[src/rtl/rdygen_pkg.sv]
package rdygen_pkg;

  // strobes from control to datapath
  typedef struct packed {
    logic setDrive;
    logic clrDrive;
    logic holdClr;
  } rdyStrobe_t;

  typedef enum logic [1:0] {
    ST_FLOAT = 2'd0,
    ST_HOLD  = 2'd1,
    ST_DRIVE = 2'd2
  } rdyState_t;

  typedef struct packed {
    logic rdyN;
    logic enN;
  } asyncPair_t;

  localparam asyncPair_t PAIR_IDLE = '{rdyN: 1'b1, enN: 1'b1};

endpackage

[src/rtl/rdygen_datapath.sv]
module rdygen_datapath
  import rdygen_pkg::*;
#(
  parameter int SYNC_STAGES = 2,
  parameter int MIN_HOLD    = 2,
  parameter int STAT_W      = 2
) (
  input  logic              clk,
  input  logic              rst,
  input  logic              phaseClk,
  input  logic [STAT_W-1:0] statN,
  input  logic              syncRdyN,
  input  logic              syncEnN,
  input  logic              asyncRdyN,
  input  logic              asyncEnN,
  input  rdyStrobe_t        strobe,
  output logic              syncHit,
  output logic              asyncHit,
  output logic              cycleStart,
  output logic              holdDone,
  output logic              driveLow
);

  localparam int HOLD_LIMIT = (MIN_HOLD > 1) ? MIN_HOLD - 1 : 0;
  localparam int CNT_W      = (HOLD_LIMIT > 1) ? $clog2(HOLD_LIMIT + 1) : 1;

  asyncPair_t [SYNC_STAGES-1:0] syncChain;
  asyncPair_t                   newPair;
  asyncPair_t                   resolved;
  logic                         busIdle;
  logic [CNT_W-1:0]             holdCnt;
  logic                         driveQ;

  assign newPair = '{rdyN: asyncRdyN, enN: asyncEnN};

  // synchronizer depth picked by parameter
  generate
    if (SYNC_STAGES == 1) begin : g_oneStage
      always_ff @(posedge clk) begin
        if (rst) syncChain <= PAIR_IDLE;
        else     syncChain <= newPair;
      end
    end else begin : g_multiStage
      always_ff @(posedge clk) begin
        if (rst) syncChain <= {SYNC_STAGES{PAIR_IDLE}};
        else     syncChain <= {syncChain[SYNC_STAGES-2:0], newPair};
      end
    end
  endgenerate

  assign resolved   = syncChain[SYNC_STAGES-1];
  assign busIdle    = (statN == {STAT_W{1'b1}});
  assign cycleStart = !busIdle;
  assign asyncHit   = phaseClk && !resolved.rdyN && !resolved.enN;
  assign syncHit    = phaseClk && busIdle && !syncRdyN && !syncEnN;

  // minimum hold counter
  assign holdDone = (holdCnt >= CNT_W'(HOLD_LIMIT));

  always_ff @(posedge clk) begin
    if (rst)                       holdCnt <= CNT_W'(HOLD_LIMIT);
    else if (strobe.holdClr)       holdCnt <= '0;
    else if (driveQ && !holdDone)  holdCnt <= holdCnt + CNT_W'(1);
  end

  always_ff @(posedge clk) begin
    if (rst)                  driveQ <= 1'b1;
    else if (strobe.setDrive) driveQ <= 1'b1;
    else if (strobe.clrDrive) driveQ <= 1'b0;
  end

  assign driveLow = driveQ;

  // minimum hold after assertion
  generate
    if (MIN_HOLD >= 2) begin : g_holdChk
      assert_min_hold_R5 : assert property (@(posedge clk) disable iff (rst)
        $rose(driveQ) |=> driveQ);
    end
  endgenerate

  // assertion only happens at a phase-high edge
  assert_rise_phase_R3 : assert property (@(posedge clk) disable iff (rst)
    $rose(driveQ) |-> ($past(phaseClk) || $past(rst)));

  // reset forces ready active
  assert_reset_drive_R9 : assert property (@(posedge clk)
    rst |=> driveQ);

endmodule

[src/rtl/rdygen_ctrl.sv]
module rdygen_ctrl
  import rdygen_pkg::*;
(
  input  logic       clk,
  input  logic       rst,
  input  logic       phaseClk,
  input  logic       syncHit,
  input  logic       asyncHit,
  input  logic       cycleStart,
  input  logic       holdDone,
  output rdyStrobe_t strobe
);

  rdyState_t state;
  rdyState_t nextState;
  logic      anyHit;
  logic      releaseNow;

  // asynchronous source wins; synchronous only matters without it
  assign anyHit     = asyncHit || syncHit;
  assign releaseNow = cycleStart || (phaseClk && !anyHit);

  always_comb begin
    strobe    = '0;
    nextState = state;
    unique case (state)
      ST_FLOAT: begin
        if (!cycleStart && anyHit) begin
          strobe.setDrive = 1'b1;
          strobe.holdClr  = 1'b1;
          nextState       = ST_HOLD;
        end
      end
      ST_HOLD, ST_DRIVE: begin
        if (holdDone) begin
          if (releaseNow) begin
            strobe.clrDrive = 1'b1;
            nextState       = ST_FLOAT;
          end else begin
            nextState = ST_DRIVE;
          end
        end
      end
      default: nextState = ST_FLOAT;
    endcase
  end

  always_ff @(posedge clk) begin
    if (rst) state <= ST_DRIVE;
    else     state <= nextState;
  end

  // never set and clear together
  always_comb begin
    assert_strobe_excl_R7 : assert (!(strobe.setDrive && strobe.clrDrive));
  end

  // cycle start after hold floats the output
  assert_cycle_release_R6 : assert property (@(posedge clk) disable iff (rst)
    (cycleStart && holdDone && state != ST_FLOAT) |=> (state == ST_FLOAT));

endmodule

[src/rtl/rdygen_top.sv]
module rdygen_top
  import rdygen_pkg::*;
#(
  parameter int SYNC_STAGES = 2,
  parameter int MIN_HOLD    = 2,
  parameter int STAT_W      = 2
) (
  input  logic              clk,
  input  logic              rst,
  input  logic              phaseClk,
  input  logic [STAT_W-1:0] statN,
  input  logic              syncRdyN,
  input  logic              syncEnN,
  input  logic              asyncRdyN,
  input  logic              asyncEnN,
  output logic              rdyDriveLow,
  output logic              rdyLevel
);

  rdyStrobe_t strobe;
  logic       syncHit;
  logic       asyncHit;
  logic       cycleStart;
  logic       holdDone;

  rdygen_ctrl u_ctrl (
    .clk        (clk),
    .rst        (rst),
    .phaseClk   (phaseClk),
    .syncHit    (syncHit),
    .asyncHit   (asyncHit),
    .cycleStart (cycleStart),
    .holdDone   (holdDone),
    .strobe     (strobe)
  );

  rdygen_datapath #(
    .SYNC_STAGES (SYNC_STAGES),
    .MIN_HOLD    (MIN_HOLD),
    .STAT_W      (STAT_W)
  ) u_dp (
    .clk        (clk),
    .rst        (rst),
    .phaseClk   (phaseClk),
    .statN      (statN),
    .syncRdyN   (syncRdyN),
    .syncEnN    (syncEnN),
    .asyncRdyN  (asyncRdyN),
    .asyncEnN   (asyncEnN),
    .strobe     (strobe),
    .syncHit    (syncHit),
    .asyncHit   (asyncHit),
    .cycleStart (cycleStart),
    .holdDone   (holdDone),
    .driveLow   (rdyDriveLow)
  );

  // open-drain with pull-up
  assign rdyLevel = ~rdyDriveLow;

  // a floating output stays floating on phase-low idle edges
  assert_float_keep_R8 : assert property (@(posedge clk) disable iff (rst)
    (!$past(phaseClk) && $past(statN) == {STAT_W{1'b1}} && !$past(rdyDriveLow) && !$past(rst))
      |-> !rdyDriveLow);

endmodule

[config.mk]
export PLATFORM = sky130hd
export DESIGN_NAME = rdygen_top
export DESIGN_NICKNAME = d
export VERILOG_FILES = /design/src/rtl/rdygen_pkg.sv /design/src/rtl/rdygen_datapath.sv /design/src/rtl/rdygen_ctrl.sv /design/src/rtl/rdygen_top.sv
export SDC_FILE = /design/constraint.sdc
export NUM_CORES = 1
export LEC_CHECK = 0
export ABC_AREA = 1
export ABC_CLOCK_PERIOD_IN_PS = 1400
export BUFFER_PORTS_ARGS = -buffer_cell sky130_fd_sc_hd__buf_4
export CORE_AREA = 2 2 39 41
export DETAILED_ROUTE_END_ITERATION = 8
export DIE_AREA = 0 0 41 43
export GPL_ROUTABILITY_DRIVEN = 0
export GPL_TIMING_DRIVEN = 0
export HOLD_SLACK_MARGIN = 0.05
export SLEW_MARGIN = 10
export SYNTH_ARGS = -nofsm -noshare
export SYNTH_HDL_FRONTEND = slang
export SYNTH_HIERARCHICAL = 1
export SYNTH_SLANG_ARGS = --single-unit
[constraint.sdc]
create_clock -name clk -period 1.4 [get_ports clk]
set_clock_uncertainty 0.05 [all_clocks]
set_input_delay 0.35 -clock clk [delete_from_list [all_inputs] [get_ports clk]]
set_output_delay 0.35 -clock clk [all_outputs]
set_load 0.005 [all_outputs]
Word-level counts from Yosys, hierarchy flattened. Index checks and enable logic that the tools add are counted.

Bits in registers: 8. Input port bits: 9. Word-level logic and storage cells: 48.

$add $sub $neg: 1. Magnitude comparators: 1. Eq/ne operators: 5. Muxes and demuxes: 11. Bitwise logic cells: 1. Reduce and logical (&&, ||, !) cells: 22.

Operators with widths (number): 1-bit logical AND (8); 1-bit logical NOT (7); 1-bit two-way mux (7); 2-bit two-way mux (3); 2-bit equality test, second input constant (2); 2-bit by 1-bit inequality test with 1-bit output, second input constant (2); 2-bit one-hot mux with 2 select lines (1); 2-bit OR reduction (2); 2-bit by 1-bit equality test with 1-bit output, second input constant (1); 2-bit logical NOT (1); 1-bit logical OR (2); 2-bit AND reduction (1); 2-bit nonzero test (1); 1-bit adder, second input constant (1); 1-bit greater-or-equal comparator, second input constant (1); 1-bit inverter (1).

Depth between registers and ports, before layout. Gate-level depths: netlist of run 1.

Depth in word-level cells: 11. Depth in mapped cells: 9. Mapped depth without buffers: 9.

By module. The synthesis of run 1 kept the hierarchy.

Modules (own cells, without submodules): rdygen_datapath (instances 1, cells an instance 24, area an instance 205.2 um^2); rdygen_ctrl (instances 1, cells an instance 26, area an instance 153.9 um^2); rdygen_top (instances 1, cells an instance 1, area an instance 3.8 um^2).

Least setup slack after synthesis of run 1. Ideal clock, no wire load.

Path kind: in2reg. From: input phaseClk. To: register u_dp.holdCnt. Library setup time: 0.119 ns. Arrival time: 0.983 ns. Setup slack: 0.248 ns. Cell stages on the path: 6. Cell sequence: nor3b_1 -> o21ai_2 -> nor2_1 -> inv_1 -> o21ai_0 -> nand2_1.

RTL lines: from (decl) (RTL line rdygen_top.sv:10) `input logic phaseClk,`; to (signal assigned) (RTL line rdygen_datapath.sv:61) `if (rst) holdCnt <= CNT_W'(HOLD_LIMIT);`; to (signal assigned) (RTL line rdygen_datapath.sv:63) `else if (driveQ && !holdDone) holdCnt <= holdCnt + CNT_W'(1);`; to (decl) (RTL line rdygen_datapath.sv:31) `logic [CNT_W-1:0] holdCnt;`.

Worst setup path in the final report of run 1.
From: register u_ctrl.state[0]. To: register u_ctrl.state[1].

Cells in the longest elaborated chain, start to end: 4.

Ends and longest elaborated chain: from (decl) (RTL line rdygen_ctrl.sv:14) `rdyState_t state;`; from (signal assigned) (RTL line rdygen_ctrl.sv:50) `else state <= nextState;`; 2-bit by 1-bit equality test with 1-bit output / 2-bit equality test (equally long branches) (RTL line rdygen_ctrl.sv:26) `unique case (state)`; 2-bit OR reduction (RTL line rdygen_ctrl.sv:26); 2-bit by 1-bit inequality test with 1-bit output (no source line); 2-bit AND reduction (no source line).

Parallel ways exist; a longest one is shown, timed or not. A chain may end at the register's enable or synchronous reset.

==> results.sh, run 1 <==
export IMPL_initial_utilization=0.262
export IMPL_routed_wl_um=546
export IMPL_grt_max_degree=9
export IMPL_yosys_area_top_type="dfxtp_1"
export IMPL_die_area_sq_um=1760
export IMPL_post_cts_resized=0
export IMPL_drive_gt1_frac=0.250
export IMPL_maxSlewViolCount=0
export IMPL_vias=302
export IMPL_io_buffer_count=10
export IMPL_worst_hold_slack_ns=0.230
export IMPL_r2r_slack_ns=0.20
export IMPL_drtPass1Iterations=4
export IMPL_slew_headroom=0.798
export IMPL_setup_tns_ns=0
export IMPL_holdBufCountCts=0
export IMPL_cts_root_buf="clkbuf_4"
export IMPL_syn_area_sq_um=363
export IMPL_yosysTopAreaCellShare=0.441
export IMPL_finalNetCount=76
export IMPL_vias_per_cell=3.78
export IMPL_synth_compound_area_frac=0.0897
export IMPL_grt_setup_unrepaired="no"
export IMPL_seq_power_share=0.513
export IMPL_finalCriticalPeriod_ns=1.20
export IMPL_crit_end="u_ctrl/state[1]"
export IMPL_postRouteAntennaNets=0
export IMPL_numCtsBuffers=3
export IMPL_peakVddDrop_mv=0.427
export IMPL_coreArea_sq_um=1380
export IMPL_crit_buf_inv=1
export IMPL_finalHoldViolCount=0
export IMPL_area_delta_synth_final_pct=32.4
export IMPL_slowest_stage="dfxtp_1"
export IMPL_r2r_start="u_ctrl/state[0]"
export IMPL_grt_use_total=0.0806
export IMPL_swShare=0.218
export IMPL_power_leakage_nw=0.251
export IMPL_drc=0
export IMPL_path_class="flip-flop to flip-flop"
export IMPL_drt_initial_drc_count=4
export IMPL_cts_tree="built"
export IMPL_ys_types=13
export IMPL_synth_xor_area_share=0
export IMPL_synth_fa_ha_area_frac=0.0345
export IMPL_rr_worst_depth=6
export IMPL_cpMostUsedCell="nand2_1"
export IMPL_cts_buffer_depth=2
export IMPL_worst_ep_arrival_time_ns=1.30
export IMPL_dp_slack_ns=0.0577
export IMPL_outcome="finished clean"
export IMPL_rows=14
export IMPL_nFillCells=157
export IMPL_cp_required_ns=1.49
export IMPL_crit_family="flip-flops"
export IMPL_die_w_um=41
export IMPL_routedWlPerCell_um=6.83
export IMPL_die_h_um=43
export IMPL_ys_flop_type="dfxtp_1"
export IMPL_grt_first_pass_wirelength_um=828
export IMPL_max_stage_delay_ns=0.32
export IMPL_power_density_nw_per_um2=989
export IMPL_synth_area_per_cell_sq_um=7.11
export IMPL_yosysMostFrequentCell="nand2_1"
export IMPL_antenna_found_initial=0
export IMPL_synth_edff_count=0
export IMPL_endpoint_kind="flip-flop"
export IMPL_cap_viol_max_count=0
export IMPL_numClockSinks=8
export IMPL_hpwl_um=418
export IMPL_yosysSeqAreaShare=0.441
export IMPL_syn_nets=61
export IMPL_synthTopCellsByArea="dfxtp_1 (44%), nand2_1 (13%), inv_1 (11%), or2_1 (6.9%), nor2_1 (6.2%)"
export IMPL_crit_fanout=3
export IMPL_ios=11
export IMPL_antenna_cells=0
export IMPL_path_cells="inv_1 -> ha_1 -> nand2_1 -> nand2_1 -> a21oi_1 -> nand2_1"
export IMPL_post_cts_buffers=0
export IMPL_htree_num_levels=1
export IMPL_ys_ff_latch=8
export IMPL_power_frac_comb=0.130
export IMPL_netlist_instances=51
export IMPL_cp_startpoint="u_ctrl/state[0]"
export IMPL_period_share=0.860
export IMPL_p_int_mw=0.372
export IMPL_fin_ws_ns=0.196
export IMPL_setup_violations=0
export IMPL_ys_top_cells_by_count="nand2_1 (13), inv_1 (11), dfxtp_1 (8), nor2_1 (6), or2_1 (4)"
export IMPL_hp_class="input port to flip-flop"
export IMPL_path_depth=6
export IMPL_worst_slew_pin_slew_ns=0.303
export IMPL_grt_pass1_vias=215
export IMPL_p_clk_frac=0.357
export IMPL_async_reset_ff_frac=0
export IMPL_startpoint_type="flip-flop"
export IMPL_synth_mux_area_frac=0
export IMPL_placed_area_sq_um=458
export IMPL_switchingPower_mw=0.103
export IMPL_max_freq_mhz=831
export IMPL_design_area_sq_um=480
export IMPL_synth_simple_area_share=0.300
export IMPL_synth_top_family_by_area="simple AND/OR/NAND/NOR gates"
export IMPL_yosys_warnings=6
export IMPL_r2r_end="u_ctrl/state[1]"
export IMPL_grt_overflow_total=0
export IMPL_clkSlewWorstSetupHoldPaths_ns=0.05
export IMPL_clk_latency_ns=0.25
==> how the worst min path moves through the flow <==
stage | startpoint | end | cells past startpoint
floorplan | u_dp/syncChain[0] | u_dp/resolved[0] | 1
detailed placement | u_dp/syncChain[0] | u_dp/resolved[0] | 1
global route | asyncEnN | u_dp/syncChain[0] | 2
CTS | asyncEnN | u_dp/syncChain[0] | 2
finish | asyncEnN | u_dp/syncChain[0] | 2
global placement | u_dp/syncChain[0] | u_dp/resolved[0] | 1
==> sequential cells by signal, summed over array words and instances, names as in the netlist <==
signal          flops
u_dp/syncChain      2
u_dp/driveLow       1
u_ctrl/state        2
u_dp/holdCnt        1
u_dp/resolved       2
==> layout make-up <==
class	count	area [sq um]	area share
multi-input cells	31	154	0.320
inverters	11	41.3	0.0859
plain buffers	1	7.51	0.0156
flip-flops and latches	8	160	0.333
well taps	16	20.0	0.0417
clock buffers	3	22.5	0.0469
repair buffers	10	75.1	0.156
==> stage by stage <==
stage | instances | utilization | power, mW
global placement | 77 | 0.331 | 0.311
finish | 80 | 0.347 | 0.475
CTS | 80 | 0.347 | 0.486
global route | 80 | 0.347 | 0.512
detailed placement | 77 | 0.331 | 0.311
floorplan | 51 | - | 0.278
==> power by group through the flow <==
stage | sequential, mW | combinational, mW | clock (mW)
after CTS | 0.244 | 0.0627 | 0.179
after global routing | 0.245 | 0.0726 | 0.195
final | 0.244 | 0.0616 | 0.170
after detailed placement | 0.249 | 0.0622 | 0
after global placement | 0.249 | 0.0618 | 0
after floorplan | 0.248 | 0.0297 | 0
==> logic make-up (layout without fill, tap and decap cells) <==
family,after synthesis,after routing
buffers and inverters,12,25
AOI/OAI and AO/OA,5,5
DFF,8,8
and+or+nand+nor,25,25
adders and majority gates,1,1
==> cells in the final DEF, fill, tap and decap left out <==
cell type  count
inv_1         11
or2_1          4
buf_4         11
nor3b_1        1
nor2_1         6
o21ai_0        2
nand3_1        1
o21ai_2        1
dfxtp_1        8
nand2_1       13
a21oi_1        1
ha_1           1
clkbuf_4       3
a21oi_2        1
==> routing by layer <==
metal / track usage / wire length, um / vias up
met1: 0.0945 / 281 / 112
met2: 0.0844 / 219 / 13
met5: 0 / 0 / -
met4: 0.100 / 0 / 0
met3: 0.0471 / 45 / 0
li1: - / - / 177
No activity file was read; power rests on OpenSTA's default activity.
==> run 2: changes to the inputs <==
ABC_CLOCK_PERIOD_IN_PS = 1200   (was 1400)
clock period = 1.2 ns   (was 1.4 ns; I/O delays follow)
==> results.sh, run 2 (synthesis results as in run 1) <==
export IMPL_outcome="finished clean"
export IMPL_rows=14
export IMPL_seq_power_share=0.507
export IMPL_drc=0
export IMPL_fin_util=0.369
export IMPL_endpoint_kind="output pin"
export IMPL_die_area_sq_um=1760
export IMPL_wl_met2_um=220
export IMPL_r2r_start="u_ctrl/state[1]"
export IMPL_drt_initial_drc_count=5
export IMPL_worst_hold_slack_ns=0.183
export IMPL_grt_max_degree=9
export IMPL_cap_viol_max_count=0
export IMPL_htree_num_levels=1
export IMPL_cts_root_buf="clkbuf_4"
export IMPL_r2r_slack_ns=0.10
export IMPL_worst_slew_pin_slew_ns=0.188
export IMPL_cp_startpoint="u_dp/driveLow"
export IMPL_finalHoldViolCount=0
export IMPL_routedWlPerCell_um=7.08
export IMPL_placed_area_sq_um=458
export IMPL_die_w_um=41
export IMPL_ios=11
export IMPL_fin_ws_ns=0.0741
export IMPL_holdPathStages=2
export IMPL_io_buffer_count=10
export IMPL_antenna_found_initial=0
export IMPL_path_class="flip-flop to output pin"
export IMPL_cts_buffer_depth=2
export IMPL_holdBufCountCts=0
export IMPL_grt_first_pass_wirelength_um=841
export IMPL_dp_cells=77
export IMPL_switchingPower_mw=0.124
export IMPL_wl_met3_um=41
export IMPL_period_share=0.938
export IMPL_multi_input_area_sq_um=183
export IMPL_rr_worst_depth=7
export IMPL_routed_wl_um=566
export IMPL_finalCriticalPeriod_ns=1.13
export IMPL_crit_end="rdyLevel"
export IMPL_nFillCells=156
export IMPL_cts_tree="built"
export IMPL_coreArea_sq_um=1380
export IMPL_grt_use_total=0.0817
export IMPL_maxSlewViolCount=0
export IMPL_antenna_cells=0
export IMPL_stdcell_count=80
export IMPL_vias_per_cell=3.78
export IMPL_drive_gt1_frac=0.359
export IMPL_max_freq_mhz=888
export IMPL_startpoint_type="flip-flop"
export IMPL_top_layer_used="met4"
export IMPL_numCtsBuffers=3
export IMPL_p_int_mw=0.441
export IMPL_final_cell_mix="inv_1 (11), buf_4 (11), nand2_1 (11)"
export IMPL_cp_required_ns=0.85
export IMPL_dp_slack_ns=-0.0923
export IMPL_clk_latency_ns=0.25
export IMPL_peakVddDrop_mv=0.501
export IMPL_drtPass1Iterations=4
export IMPL_grt_overflow_total=0
export IMPL_worst_ep_arrival_time_ns=0.78
export IMPL_met1_length_um=294
export IMPL_crit_fanout=4
export IMPL_power_frac_comb=0.147
export IMPL_numClockSinks=8
export IMPL_grt_setup_unrepaired="no"
export IMPL_power_density_nw_per_um2=1110
export IMPL_design_area_sq_um=510
export IMPL_setup_violations=0
export IMPL_seq_area_sq_um=161
export IMPL_slew_headroom=0.874
export IMPL_swShare=0.220
export IMPL_area_delta_synth_final_pct=40.7
export IMPL_hold_start="asyncEnN"
export IMPL_initial_utilization=0.262
export IMPL_hp_class="input port to flip-flop"
export IMPL_p_clk_frac=0.346
export IMPL_hpwl_um=418
export IMPL_postRouteAntennaNets=0
export IMPL_finalNetCount=76
export IMPL_grt_pass1_vias=216
export IMPL_vias=302
export IMPL_die_h_um=43
export IMPL_power_leakage_nw=0.253
export IMPL_clkSlewWorstSetupHoldPaths_ns=0.05
export IMPL_r2r_end="u_ctrl/state[1]"
[run 2: power groups by stage]
stage | Sequential [mW] | Combinational [mW] | Clock (mW)
2_1_floorplan | 0.290 | 0.0347 | 0
3_3_place_gp | 0.290 | 0.0721 | 0
3_5_place_dp | 0.291 | 0.0725 | 0
4_1_cts | 0.286 | 0.0761 | 0.209
5_1_grt | 0.288 | 0.0960 | 0.228
6_report | 0.287 | 0.0829 | 0.195
[run 2: through the flow]
step	total power, mW	setup TNS (ns)
global route	0.611	0
global placement	0.362	-0.305
finish	0.565	0
detailed placement	0.363	-0.332
CTS	0.571	0
floorplan	0.324	0
[run 2: worst max-delay path: stages, from the launching register on]
cell,delay [ns]
dfxtp_1,0.36
inv_1,0.05
buf_4,0.13
[run 2: area by class of cell]
type / count / area share
flip-flops and latches: 8 / 0.316
multi-input cells: 31 / 0.358
inverters: 11 / 0.0809
clock buffers: 3 / 0.0441
well taps: 16 / 0.0392
repair buffers: 10 / 0.147
plain buffers: 1 / 0.0147
[run 2: worst min path at each step]
| stage | end | slack, ns |
|---|---|---|
| 6_report | u_dp/syncChain[0] | 0.18 |
| 5_1_grt | u_dp/syncChain[0] | 0.17 |
| 4_1_cts | u_dp/syncChain[0] | 0.17 |
| 3_5_place_dp | u_dp/resolved[0] | 0.34 |
| 3_3_place_gp | u_dp/resolved[0] | 0.34 |
| 2_1_floorplan | u_ctrl/state[0] | 0.31 |
[run 2: metal layers]
metal	vias to the layer above	GRT usage
li1	176	-
met1	113	0.0977
met2	11	0.0844
met3	2	0.0471
met4	0	0.100
met5	-	0
[run 2: repair_timing]
| item | CTS | global route |
|---|---|---|
| setup endpoints to repair | 2 | 4 |
| setup buffers | 0 | 0 |
| gates resized for setup | 4 | 4 |
| gates cloned | 0 | 0 |
==> run 3: changes to the inputs <==
ABC_CLOCK_PERIOD_IN_PS = 1100   (was 1200)
SYNTH_HIERARCHICAL = default   (was 1)
clock period = 1.1 ns   (was 1.2 ns; I/O delays follow)
==> results.sh, run 3 <==
export IMPL_hpwl_um=519
export IMPL_synth_area_per_cell_sq_um=7.79
export IMPL_fin_ws_ns=-0.102
export IMPL_crit_family="flip-flops"
export IMPL_vias=336
export IMPL_yosys_area_top_type="dfxtp_1"
export IMPL_antenna_found_initial=0
export IMPL_vias_per_cell=4.10
export IMPL_setup_violations=3
export IMPL_drc=0
export IMPL_ys_top_cells_by_count="dfxtp_1 (8), inv_1 (8), nand2_1 (7), nand2_2 (5), nand3_1 (5)"
export IMPL_max_stage_delay_ns=0.34
export IMPL_endpoint_kind="flip-flop"
export IMPL_ios=11
export IMPL_die_area_sq_um=1760
export IMPL_clkSlewWorstSetupHoldPaths_ns=0.05
export IMPL_period_share=1.09
export IMPL_final_common_cell="buf_4"
export IMPL_startpoint_type="flip-flop"
export IMPL_yosys_warnings=0
export IMPL_grt_use_total=0.0986
export IMPL_async_reset_ff_frac=0
export IMPL_maxSlewViolCount=0
export IMPL_power_density_nw_per_um2=1310
export IMPL_rows=14
export IMPL_numCtsBuffers=3
export IMPL_ys_flop_type="dfxtp_1"
export IMPL_drt_initial_drc_count=2
export IMPL_seq_area_sq_um=164
export IMPL_postRouteAntennaNets=0
export IMPL_multi_input_area_sq_um=203
export IMPL_hp_class="input port to flip-flop"
export IMPL_grt_max_degree=7
export IMPL_cts_buffer_depth=2
export IMPL_die_h_um=43
export IMPL_htree_num_levels=1
export IMPL_drive_gt1_frac=0.591
export IMPL_grt_setup_unrepaired="yes"
export IMPL_worst_hold_slack_ns=0.153
export IMPL_crit_buf_inv=4
export IMPL_worst_ep_arrival_time_ns=1.29
export IMPL_power_leakage_nw=0.271
export IMPL_syn_area_sq_um=382
export IMPL_violations="negative setup slack"
export IMPL_netlist_instances=49
export IMPL_path_class="flip-flop to flip-flop"
export IMPL_yosysSeqAreaShare=0.420
export IMPL_finalCriticalPeriod_ns=1.20
export IMPL_final_cell_mix="buf_4 (13), nand2_1 (6), nand2_2 (6)"
export IMPL_numClockSinks=8
export IMPL_ys_types=13
export IMPL_ys_ff_latch=8
export IMPL_die_w_um=41
export IMPL_routedWlPerCell_um=8.01
export IMPL_antenna_cells=0
export IMPL_drtPass1Iterations=4
export IMPL_syn_nets=60
export IMPL_initial_utilization=0.276
export IMPL_nFillCells=141
export IMPL_path_cells="inv_2 -> ha_4 -> inv_2 -> nor2_1 -> inv_1 -> nand2_2 -> clkinv_2 -> nand2_2 -> nand3_2"
export IMPL_finalHoldViolCount=0
export IMPL_fin_util=0.400
export IMPL_cts_root_buf="clkbuf_4"
export IMPL_cp_required_ns=1.19
export IMPL_yosysTopAreaCellShare=0.420
export IMPL_crit_fanout=3
export IMPL_holdBufCountCts=0
export IMPL_peakVddDrop_mv=0.503
export IMPL_worst_slew_pin_slew_ns=0.172
export IMPL_p_total_mw=0.725
export IMPL_coreArea_sq_um=1380
export IMPL_clk_latency_ns=0.25
export IMPL_routed_wl_um=657
export IMPL_synthTopCellsByArea="dfxtp_1 (42%), nand2_2 (8.2%), inv_1 (7.9%), nand2_1 (6.9%), ha_1 (6.6%)"
export IMPL_dp_slack_ns=-0.135
export IMPL_slew_headroom=0.885
export IMPL_grt_overflow_total=0
export IMPL_cap_viol_max_count=0
export IMPL_cts_tree="built"
export IMPL_io_buffer_count=10
export IMPL_area_delta_synth_final_pct=44.9
export IMPL_slowest_stage="dfxtp_2"
export IMPL_grt_pass1_vias=304
export IMPL_outcome="complete, but fails checks"
export IMPL_finalNetCount=79
export IMPL_max_freq_mhz=832
export IMPL_synth_edff_count=0
export IMPL_grt_first_pass_wirelength_mm=1.10
## run 3: cell types whose count changed after synthesis, moves of 2 or more
cell	change
or2_2	+4
nor2_1	-2
nand2_1	-6
nand2_2	+5
or2_1	-3
inv_1	-3
nand3_2	+2
nand3_1	+4
## run 3: per-stage QoR
stage	instances	cell area [sq um]	TNS, ns
5_1_grt	82	553	-0.398
3_5_place_dp	75	492	-0.257
3_3_place_gp	75	492	-0.220
2_1_floorplan	49	397	-0.108
4_1_cts	82	549	-0.221
6_report	82	553	-0.202
## run 3: power breakdown
group | total, mW | internal (mW) | switching, mW
clock network | 0.217 | 0.124 | 0.0927
registers | 0.327 | 0.314 | 0.0130
logic | 0.181 | 0.103 | 0.0777
total | 0.725 | 0.542 | 0.183
## run 3: final cells by class
type                    count  share of cell area
inverters                   9              0.0633
well taps                  16              0.0362
clock buffers               3              0.0407
multi-input cells          32               0.367
flip-flops and latches      8               0.296
repair buffers             14               0.197
## run 3: repair_timing
action,4_1_cts,5_1_grt
setup buffers,4,0
pin swaps,2,1
setup endpoints to repair,3,4
resized for setup,3,2
## run 3: path summary, 6_finish.rpt
path,from,end,slack [ns],cells after the start
max,u_ctrl.state[1],u_ctrl.state[1],-0.10,9
min reg2reg,u_dp.syncChain[1],u_dp.resolved[1],0.36,1
max reg2reg,u_ctrl.state[1],u_ctrl.state[1],-0.10,9
min,rst,u_ctrl.state[0],0.15,2
## run 3: worst register-to-register path: stages (launching register included)
cell	delay, ns
dfxtp_2	0.34
inv_2	0.04
ha_4	0.26
inv_2	0.03
nor2_1	0.07
inv_1	0.06
nand2_2	0.08
clkinv_2	0.06
nand2_2	0.05
nand3_2	0.05
## run 3: logic make-up (layout without fill, tap and decap cells)
kind of cell,Yosys count,in the layout,share of synthesized area
buf+inv,9,26,0.0885
compound gates,2,2,0.0361
simple gates,28,28,0.390
flops,8,8,0.420
fa+ha+maj,2,2,0.0656
## run 3: metal layers
layer / routed length (um) / global-route usage
met3: 40 / 0.0157
met5: 0 / 0
met4: 19 / 0.120
met2: 304 / 0.141
met1: 292 / 0.104
